==> src/rtl/sertx_pkg.sv <==
package sertx_pkg;
    typedef enum logic [2:0] {
        ST_IDLE  = 3'd0,
        ST_START = 3'd1,
        ST_DATA  = 3'd2,
        ST_EXTRA = 3'd3,
        ST_STOP  = 3'd4
    } tx_state_t;
endpackage

==> src/rtl/sertx_hold.sv <==
module sertx_hold #(
    parameter int DW = 8
) (
    input  logic          clk,
    input  logic          rst_n,
    input  logic          en_i,
    input  logic          wr_stb_i,
    input  logic [DW-1:0] wr_data_i,
    input  logic          take_i,
    input  logic          mark_end_i,
    output logic [DW-1:0] hold_o,
    output logic          empty_o,
    output logic          end_o
);
    always_ff @(posedge clk or negedge rst_n) begin
        if (!rst_n) begin
            hold_o  <= '0;
            empty_o <= 1'b1;
            end_o   <= 1'b1;
        end else if (!en_i) begin
            empty_o <= 1'b1;
            end_o   <= 1'b1;
        end else begin
            if (wr_stb_i) begin
                hold_o  <= wr_data_i;
                empty_o <= 1'b0;
                end_o   <= 1'b0;
            end else begin
                if (take_i)     empty_o <= 1'b1;
                if (mark_end_i) end_o   <= 1'b1;
            end
        end
    end

    // a write clears both flags
    a_r2_write_clears: assert property (@(posedge clk) disable iff (!rst_n)
        (en_i && wr_stb_i) |=> (!empty_o && !end_o));
    // a transfer frees the holding register
    a_r3_take_sets_empty: assert property (@(posedge clk) disable iff (!rst_n)
        (en_i && take_i && !wr_stb_i) |=> empty_o);
    // flags forced while disabled
    a_r1_off_flags: assert property (@(posedge clk) disable iff (!rst_n)
        !en_i |=> (empty_o && end_o));
endmodule

==> src/rtl/sertx_bittmr.sv <==
module sertx_bittmr #(
    parameter int TPB = 16
) (
    input  logic clk,
    input  logic rst_n,
    input  logic clr_i,
    input  logic tick_i,
    output logic bit_done_o
);
    localparam int CW = $clog2(TPB);
    localparam logic [CW-1:0] LAST = CW'(TPB - 1);

    logic [CW-1:0] cnt_q;

    assign bit_done_o = tick_i && (cnt_q == LAST);

    always_ff @(posedge clk or negedge rst_n) begin
        if (!rst_n)            cnt_q <= '0;
        else if (clr_i)        cnt_q <= '0;
        else if (bit_done_o)   cnt_q <= '0;
        else if (tick_i)       cnt_q <= cnt_q + 1'b1;
    end

    // the count only moves on baud ticks
    a_r5_count_on_tick: assert property (@(posedge clk) disable iff (!rst_n)
        (!tick_i && !clr_i) |=> $stable(cnt_q));
endmodule

==> src/rtl/sertx_fsm.sv <==
module sertx_fsm
    import sertx_pkg::*;
#(
    parameter int DW = 8
) (
    input  logic          clk,
    input  logic          rst_n,
    input  logic          en_i,
    input  logic          bit_done_i,
    input  logic          empty_i,
    input  logic [DW-1:0] hold_i,
    input  logic          len_short_i,
    input  logic          par_en_i,
    input  logic          par_odd_i,
    input  logic          mp_en_i,
    input  logic          mp_bit_i,
    input  logic          stop2_i,
    output logic          take_o,
    output logic          mark_end_o,
    output logic          tmr_clr_o,
    output logic          tx_o
);
    localparam int BW = (DW > 2) ? $clog2(DW) : 1;
    localparam logic [BW-1:0] LAST_L = BW'(DW - 1);
    localparam logic [BW-1:0] LAST_S = BW'(DW - 2);

    tx_state_t     state_q, state_d;
    logic [DW-1:0] shreg_q;
    logic [BW-1:0] bit_idx_q;
    logic          xbit_q;
    logic          stop_idx_q;
    logic          pend_q;
    logic          chk;
    logic          extra_on;
    logic          last_data;
    logic          stop_end;
    logic [DW-1:0] mask;

    assign extra_on  = par_en_i || mp_en_i;
    assign last_data = bit_idx_q == (len_short_i ? LAST_S : LAST_L);
    assign stop_end  = bit_done_i && (stop_idx_q == stop2_i);
    assign mask      = len_short_i ? {1'b0, {(DW-1){1'b1}}} : {DW{1'b1}};

    // next-state and handshake pulses
    always_comb begin
        state_d    = state_q;
        chk        = 1'b0;
        take_o     = 1'b0;
        mark_end_o = 1'b0;
        tmr_clr_o  = (state_q == ST_IDLE);
        unique case (state_q)
            ST_IDLE: begin
                if (!empty_i) begin
                    take_o  = 1'b1;
                    state_d = ST_START;
                end
            end
            ST_START: begin
                if (bit_done_i) state_d = ST_DATA;
            end
            ST_DATA: begin
                if (bit_done_i && last_data) begin
                    if (extra_on) begin
                        state_d = ST_EXTRA;
                    end else begin
                        state_d = ST_STOP;
                        chk     = 1'b1;
                    end
                end
            end
            ST_EXTRA: begin
                if (bit_done_i) begin
                    state_d = ST_STOP;
                    chk     = 1'b1;
                end
            end
            ST_STOP: begin
                if (stop_end) state_d = pend_q ? ST_START : ST_IDLE;
            end
        endcase
        if (chk) begin
            if (!empty_i) take_o     = 1'b1;
            else          mark_end_o = 1'b1;
        end
        if (!en_i) begin
            state_d    = ST_IDLE;
            take_o     = 1'b0;
            mark_end_o = 1'b0;
            tmr_clr_o  = 1'b1;
        end
    end

    // state register and datapath
    always_ff @(posedge clk or negedge rst_n) begin
        if (!rst_n) begin
            state_q    <= ST_IDLE;
            shreg_q    <= '0;
            bit_idx_q  <= '0;
            xbit_q     <= 1'b0;
            stop_idx_q <= 1'b0;
            pend_q     <= 1'b0;
        end else begin
            state_q <= state_d;
            if (take_o) begin
                shreg_q <= hold_i;
                xbit_q  <= par_en_i ? ((^(hold_i & mask)) ^ par_odd_i) : mp_bit_i;
            end else if (state_q == ST_DATA && bit_done_i) begin
                shreg_q <= shreg_q >> 1;
            end
            if (state_q == ST_START) begin
                bit_idx_q <= '0;
            end else if (state_q == ST_DATA && bit_done_i) begin
                bit_idx_q <= bit_idx_q + 1'b1;
            end
            if (chk) begin
                pend_q     <= !empty_i;
                stop_idx_q <= 1'b0;
            end else if (state_q == ST_STOP && bit_done_i) begin
                stop_idx_q <= 1'b1;
            end
        end
    end

    // line output
    always_comb begin
        unique case (state_q)
            ST_IDLE:  tx_o = 1'b1;
            ST_START: tx_o = 1'b0;
            ST_DATA:  tx_o = shreg_q[0];
            ST_EXTRA: tx_o = xbit_q;
            ST_STOP:  tx_o = 1'b1;
            default:  tx_o = 1'b1;
        endcase
    end

    // pending byte at the check leads straight into a new start bit
    a_r7_back_to_back: assert property (@(posedge clk) disable iff (!rst_n)
        (en_i && state_q == ST_STOP && stop_end && pend_q) |=> (state_q == ST_START));
    // nothing pending -> idle after the stop period
    a_r8_to_idle: assert property (@(posedge clk) disable iff (!rst_n)
        (en_i && state_q == ST_STOP && stop_end && !pend_q) |=> (state_q == ST_IDLE && tx_o));
    // disabling forces idle mark
    a_r1_off_idle: assert property (@(posedge clk) disable iff (!rst_n)
        !en_i |=> (state_q == ST_IDLE && tx_o));
endmodule

==> src/rtl/sertx_dbuf.sv <==
module sertx_dbuf #(
    parameter int DW  = 8,
    parameter int TPB = 16
) (
    input  logic          clk,
    input  logic          rst_n,
    input  logic          tx_en,
    input  logic          baud_tick,
    input  logic          wr_stb,
    input  logic [DW-1:0] wr_data,
    input  logic          cfg_len7,
    input  logic          cfg_par_en,
    input  logic          cfg_par_odd,
    input  logic          cfg_mp_en,
    input  logic          mp_bit,
    input  logic          cfg_stop2,
    input  logic          tie,
    input  logic          teie,
    output logic          tx_line,
    output logic          empty_flag,
    output logic          end_flag,
    output logic          irq_empty,
    output logic          irq_end
);
    logic [DW-1:0] hold;
    logic          take, mark_end, tmr_clr, bit_done;

    sertx_hold #(.DW(DW)) hold_i (
        .clk(clk), .rst_n(rst_n), .en_i(tx_en),
        .wr_stb_i(wr_stb), .wr_data_i(wr_data),
        .take_i(take), .mark_end_i(mark_end),
        .hold_o(hold), .empty_o(empty_flag), .end_o(end_flag)
    );

    sertx_bittmr #(.TPB(TPB)) tmr_i (
        .clk(clk), .rst_n(rst_n), .clr_i(tmr_clr),
        .tick_i(baud_tick), .bit_done_o(bit_done)
    );

    sertx_fsm #(.DW(DW)) fsm_i (
        .clk(clk), .rst_n(rst_n), .en_i(tx_en),
        .bit_done_i(bit_done), .empty_i(empty_flag), .hold_i(hold),
        .len_short_i(cfg_len7), .par_en_i(cfg_par_en), .par_odd_i(cfg_par_odd),
        .mp_en_i(cfg_mp_en), .mp_bit_i(mp_bit), .stop2_i(cfg_stop2),
        .take_o(take), .mark_end_o(mark_end), .tmr_clr_o(tmr_clr), .tx_o(tx_line)
    );

    assign irq_empty = empty_flag && tie;
    assign irq_end   = end_flag && teie;
endmodule

==> config.mk <==
export PLATFORM = sky130hd
export DESIGN_NAME = sertx_dbuf
export DESIGN_NICKNAME = d
export VERILOG_FILES = /design/src/rtl/sertx_pkg.sv /design/src/rtl/sertx_hold.sv /design/src/rtl/sertx_bittmr.sv /design/src/rtl/sertx_fsm.sv /design/src/rtl/sertx_dbuf.sv
export SDC_FILE = /design/constraint.sdc
export NUM_CORES = 1
export LEC_CHECK = 0
export BUFFER_PORTS_ARGS = -buffer_cell sky130_fd_sc_hd__buf_2
export CORE_ASPECT_RATIO = 1.2
export CORE_MARGIN = 3
export CORE_UTILIZATION = 55
export CTS_BUF_LIST = sky130_fd_sc_hd__clkbuf_4 sky130_fd_sc_hd__clkbuf_8 sky130_fd_sc_hd__clkbuf_16
export DETAILED_ROUTE_END_ITERATION = 6
export HOLD_SLACK_MARGIN = 0.08
export PLACE_DENSITY_LB_ADDON = 0.12
export SETUP_SLACK_MARGIN = 0.4
export SYNTH_ARGS = -nofsm -noshare
export SYNTH_HDL_FRONTEND = slang
export SYNTH_SLANG_ARGS = --single-unit
==> constraint.sdc <==
create_clock -name clk -period 1.9 [get_ports clk]
set_input_delay 0.095 -clock clk [delete_from_list [all_inputs] [get_ports clk]]
set_output_delay 0.095 -clock clk [all_outputs]
set_load 0.02 [all_outputs]
==> results of run 1 <==
[sequential cells by signal (all words and copies together) (netlist names)]
register,flops
fsm_i.shreg_q,8
hold_i.hold_o,8
fsm_i.bit_idx_q,3
hold_i.end_o,1
fsm_i.stop_idx_q,1
fsm_i.pend_q,1
tmr_i.cnt_q,4
hold_i.empty_o,1
fsm_i.state_q,3
fsm_i.xbit_q,1
[metrics by stage]
stage          area, sq um  hold WS, ns  util (%)
6_report              2231       0.1039     78.62
2_1_floorplan         1683      -0.2006         -
3_5_place_dp          1831       0.1754     64.51
3_3_place_gp          1831       0.1645     64.51
5_1_grt               2231      0.08971     78.62
4_1_cts               2152      0.09385     75.84
[worst reg2reg max path: stages (launching register included)]
cell	delay (ns)
dfrtp_1	0.41
ha_4	0.17
nand4_4	0.10
buf_6	0.15
or3_4	0.40
mux2i_1	0.20
a21oi_1	0.08
[cell families (layout without fill, tap and decap cells)]
| group | Yosys count | count (layout) | share of synthesized area (%) |
|---|---|---|---|
| AO/OA/AOI/OAI | 40 | 40 | 16.57 |
| adder cells (fa/ha/maj) | 2 | 2 | 1.506 |
| flip-flops | 31 | 31 | 46.84 |
| buffers and inverters | 8 | 61 | 2.636 |
| AND/OR/NAND/NOR | 50 | 52 | 15.51 |
| XOR/XNOR | 10 | 10 | 6.100 |
| multiplexers | 17 | 17 | 10.84 |
[cell type report]
type / count / area share (%)
multi-input combinational: 121 / 42.68
timing repair buffer: 51 / 16.15
clock inverter: 2 / 1.570
sequential: 31 / 35.05
inverter: 2 / 0.3365
clock buffer: 6 / 2.299
tap: 34 / 1.907
[final timing paths]
path	to	slack (ns)	cells after the start
worst max-delay path	fsm_i.shreg_q[2]	0.28	6
worst max register to register	fsm_i.shreg_q[2]	0.28	6
min in group asynchronous	tmr_i.cnt_q[3]	0.33	2
max in group asynchronous	fsm_i.state_q[2]	1.07	2
worst min-delay path	tmr_i.cnt_q[1]	0.10	3
worst min register to register	fsm_i.xbit_q	0.51	2
[where the power goes]
part | internal, mW | total, mW | switching [mW]
sequential | 0.746 | 0.816 | 0.0694
combinational | 0.195 | 0.353 | 0.157
clock | 0.311 | 0.546 | 0.236
[layout by cell type (no fill, tap or decap), types with 3 or more instances in the layout]
cell type and n:
nand2_4 3, mux2i_1 9, a21oi_1 13, buf_4 11, mux2_2 8, nor2b_1 3, nand2b_1 4, dlygate4sd3_1 13
nand2_1 10, buf_2 25, dfrtp_2 3, o21ai_0 4, o21ai_1 5, clkbuf_4 5, nor2_1 15, dfrtp_1 26
nand3_1 4, xnor2_1 6
[routing by layer]
| metal | track usage (%) | routed length (um) | vias up |
|---|---|---|---|
| met5 | 0 | 0 | - |
| met4 | 8.309 | 85 | 0 |
| met3 | 7.617 | 173 | 12 |
| met2 | 45.32 | 2243 | 34 |
| met1 | 25.06 | 1597 | 685 |
| li1 | - | - | 669 |
[what timing repair did]
| item | in CTS | in global routing |
|---|---|---|
| hold endpoints to repair | 41 | 0 |
| setup endpoints to repair | 19 | 23 |
| pin swaps | 5 | 12 |
| buffers inserted | 8 | 2 |
| resized for setup | 9 | 18 |
| cloned | 2 | 0 |
| hold buffers | 13 | 0 |
==> flow_summary.yaml, run 1 <==
critical_path:
  crit_path_start: "tmr_i.cnt_q[1]"
  crit_path_start_kind: "register"
  slowest_stage: "dfrtp_1"
  timing.rr.start: "tmr_i.cnt_q[1]"
  critPathMaxStageDelay_ns: 0.41
  crit_chain: "ha_4 > nand4_4 > buf_6 > or3_4 > mux2i_1 > a21oi_1"
  cp.arrival_ns: 1.85
  critPathKind: "reg -> reg"
  cp.required_ns: 2.13
  crit_fanout: 8
  crit_path_end_kind: "register"
  path_buf_inv: 1
  cp_top_family: "simple AND/OR/NAND/NOR gates"
clock_network:
  cts_buffers: 5
  insertion_delay_ns: 0.34
  clk_pin_slew_ns: 0.10
  cts_max_path_buffers: 2
  h-tree-depth: 2
  cts_sinks: 31
  cts_tree: "done"
  cts_root_buf: "clkbuf_4"
detailed_routing:
  num_vias: 1400
  wire_per_inst_um: 16.60
  via_per_inst: 5.668
  drt-initial-drc-count: 64
  drc: 0
  drt-total-wl_mm: 4.100
  ant_nets: 0
  drt_pass1_iterations: 4
sta:
  fmax_ghz: 0.6177
  fin_tns_setup_ns: 0
  slew_headroom_pct: 52.97
  setup_slack_ns: 0.2811
  layout_min_cycle_time_ns: 1.619
  setup_violations: 0
  finalHoldViolations: 0
  tightest_slew_ns: 0.7055
  rsz0062_at_grt: "true"
  drv_slew: 0
  clock_skew_ns: 0.003129
  fin_crit_sh_pct: 85.21
logic_synthesis:
  synth_common_cells: "dfrtp_1, nor2_1, a21oi_1, nand2_1"
  ys.flop_type: "dfrtp_1"
  synth_top_area_share_pct: 43.67
  synth_edf_count: 0
  synthCells: 158
  yosysSeqAreaShare_pct: 46.84
  synth.distinct_cells: 40
  yosysWarningCount: 0
  synthTopCellsByArea: "dfrtp_1, mux2i_1, mux2_2"
  synth_nets: 181
  synth_top_area_cell: "dfrtp_1"
  post_synth_instance_area_sq_um: 1662
  async_reset_ff_share_pct: 100.0
  avgSynthCellArea_sq_um: 10.52
  ys_seq_elements: 31
  synth.most_common_cell: "dfrtp_1"
floorplan:
  start_util_pct: 58.55
  core_sq_um: 2838
  io_pins: 26
  dieArea_sq_um: 3719
  rows: 21
  die_h_um: 66.21
  die_x_um: 56.18
final_layout:
  layout.nets: 235
  register_area_sq_um: 782.0
  nFillCells: 188
  multiInputGateArea_sq_um: 952.2
  area_growth_pct: 34.26
  layout.cells.non_filler: 247
  antennaDiodeCount: 0
  drive_gt1_share_pct: 37.56
outcome:
  status: "completed"
placement:
  dp_cells: 214
  routabilityCongestion: 0.8438
  hpwlAfterDp_mm: 2.559
  portBuffers: 25
  place_ws_ns: 0.1669
power:
  power_density_nw_per_um2: 768.7
  ir_worst_vdd_v: 0.0007236
  p_leak_nw: 0.9972
  power_mw: 1.715
global_route:
  grt_usage_pct: 24.10
  grt_first_pass_wirelength_mm: 6.768
  grt-ovfl-total: 0
  antenna_found_initial: 0
  grt_pass1_vias: 1515
  grt_max_degree: 32
hold_path:
  hp-class: "in -> reg"
  min_from: "baud_tick"
flow_run:
  drv_cap: 0
Note: power is estimated with default switching activity, not from simulation.
==> run 2: changes to the inputs <==
==> constraint.sdc (replaced) <==
create_clock -name clk -period 1.9 [get_ports clk]
set_input_delay 0.285 -clock clk [delete_from_list [all_inputs] [get_ports clk]]
set_output_delay 0.285 -clock clk [all_outputs]
set_load 0.02 [all_outputs]
==> run 2 against run 1 <==
- global-route usage decreased by 1.0 points
- clock power about the same
- die area unchanged
- sequential share of layout area increased by 0.52 points
- final cell count decreased by 3.6%
- first-iteration DRC count increased by 22%
- via count increased by 1.5%
- critical path depth unchanged
- largest power group unchanged
==> flow_summary.yaml, run 2 (same netlist as run 1, synthesis figures left out) <==
outcome:
  status: "completed"
sta:
  rsz0062_at_grt: "true"
  tightest_slew_ns: 0.7028
  clock_skew_ns: 0.005039
  fmax_ghz: 0.6108
  drv_slew: 0
  finalHoldViolations: 0
  fin_crit_sh_pct: 86.17
  slew_headroom_pct: 53.15
  fin_tns_setup_ns: 0
  layout_min_cycle_time_ns: 1.637
  setup_violations: 0
power:
  switching_share_pct: 27.23
  clock_power_share_pct: 32.1
  power_density_nw_per_um2: 779.2
  p_seq_share_pct: 47.5
  share_comb_of_total_power_pct: 20.4
  power_mw: 1.710
  p_leak_nw: 0.9953
  switching_power_mw: 0.4657
  p_int_mw: 1.244
  ir_worst_vdd_v: 0.0007106
clock_network:
  insertion_delay_ns: 0.35
  cts_sinks: 31
  h-tree-depth: 2
  cts_tree: "done"
  cts_max_path_buffers: 2
  clk_pin_slew_ns: 0.10
  cts_root_buf: "clkbuf_4"
  cts_buffers: 5
detailed_routing:
  dr_wl_met2_mm: 2.230
  num_vias: 1421
  drt_pass1_iterations: 4
  ant_nets: 0
  via_per_inst: 5.971
  wl_met1_mm: 1.661
  top_layer: "met4"
  dr_wl_met3_um: 202
  drc: 0
  wire_per_inst_um: 17.75
  drt-initial-drc-count: 78
  drt-total-wl_mm: 4.225
floorplan:
  dieArea_sq_um: 3719
  rows: 21
  start_util_pct: 58.55
  die_h_um: 66.21
  io_pins: 26
  core_sq_um: 2838
  die_x_um: 56.18
placement:
  hpwlAfterDp_mm: 2.559
  dp_cells: 214
  routabilityCongestion: 0.8438
  postPlaceCellArea_sq_um: 1831
  portBuffers: 25
global_route:
  antenna_found_initial: 0
  grt_usage_pct: 23.10
  grt_first_pass_wirelength_mm: 6.486
  grt_max_degree: 32
  grt-ovfl-total: 0
  grt_pass1_vias: 1471
critical_path:
  timing.rr.start: "tmr_i.cnt_q[1]"
  regToRegEndpoint: "fsm_i.shreg_q[2]"
  crit_path_start: "tmr_i.cnt_q[1]"
  cp.arrival_ns: 1.87
  crit_path_end_kind: "register"
  cp.required_ns: 2.14
  reg2reg_depth: 6
  crit_fanout: 8
  critPathKind: "reg -> reg"
  crit_path_start_kind: "register"
  r2r_setup_slack_ns: 0.26
  crit_path_end: "fsm_i.shreg_q[2]"
final_layout:
  fin_area_sq_um: 2195
  final_cell_mix: "dfrtp_1, buf_2, a21oi_1, nor2_1, buf_4"
  post-route-util_pct: 77.34
  multiInputGateArea_sq_um: 1005
  drive_gt1_share_pct: 44.12
  register_area_sq_um: 780.7
  layout.nets: 226
  layout.cells.non_filler: 238
  layout_commonest_cell: "dfrtp_1"
  area_growth_pct: 32.08
  nFillCells: 193
  antennaDiodeCount: 0
  largest_registers: "fsm_i.shreg_q: 8 flops, hold_i.hold_o: 8 flops, tmr_i.cnt_q: 4 flops"
flow_run:
  drv_cap: 0
hold_path:
  hp-class: "in -> reg"
[run 2: repair_timing]
action | CTS | global route
setup endpoints to repair | 20 | 24
cloned | 2 | 0
resized for setup | 11 | 33
hold buffers | 1 | 0
endpoints found under the hold margin | 29 | 0
pin swaps | 5 | 11
setup buffers | 10 | 3
[run 2: cell type report]
type	instances	share of cell area [%]
multi-input cells	121	45.78
flip-flops and latches	31	35.58
repair buffers	42	12.43
clock buffers	6	2.338
well taps	34	1.938
clock inverters	2	1.596
inverters	2	0.3421
[run 2: worst min path at each step]
stage	end	start	cells past startpoint
6_report	hold_i.end_o	wr_stb	2
5_1_grt	hold_i.end_o	wr_stb	2
4_1_cts	hold_i.end_o	wr_stb	2
3_5_place_dp	tmr_i.cnt_q[3]	rst_n	1
3_3_place_gp	tmr_i.cnt_q[3]	rst_n	1
2_1_floorplan	fsm_i.bit_idx_q[0]	rst_n	0
[run 2: per-stage QoR]
| stage | hold WS [ns] | worst slack, ns |
|---|---|---|
| floorplan | -0.01059 | 0.3612 |
| global placement | 0.3545 | 0.2195 |
| detailed placement | 0.3654 | 0.1669 |
| CTS | 0.1337 | 0.2885 |
| global route | 0.1014 | 0.2062 |
| finish | 0.09974 | 0.2627 |
[run 2: power by group through the flow]
stage          clock (mW)  sequential [mW]  combinational [mW]
2_1_floorplan           0            0.807               0.228
3_3_place_gp            0            0.822               0.294
3_5_place_dp            0            0.827               0.304
4_1_cts             0.555            0.809               0.334
5_1_grt             0.587            0.822               0.381
6_report            0.549            0.812               0.348
[run 2: critical path: stages (launching register included)]
cell,delay [ns]
dfrtp_1,0.41
ha_4,0.17
nand4_4,0.09
buf_6,0.16
or3_4,0.40
mux2i_1,0.21
a21oi_1,0.08
[run 2: metal layers]
| layer | up-vias | global-route usage, % |
|---|---|---|
| met5 | - | 0 |
| met4 | 0 | 10.98 |
| met3 | 16 | 7.813 |
| met2 | 51 | 42.25 |
| met1 | 692 | 23.43 |
| li1 | 662 | - |
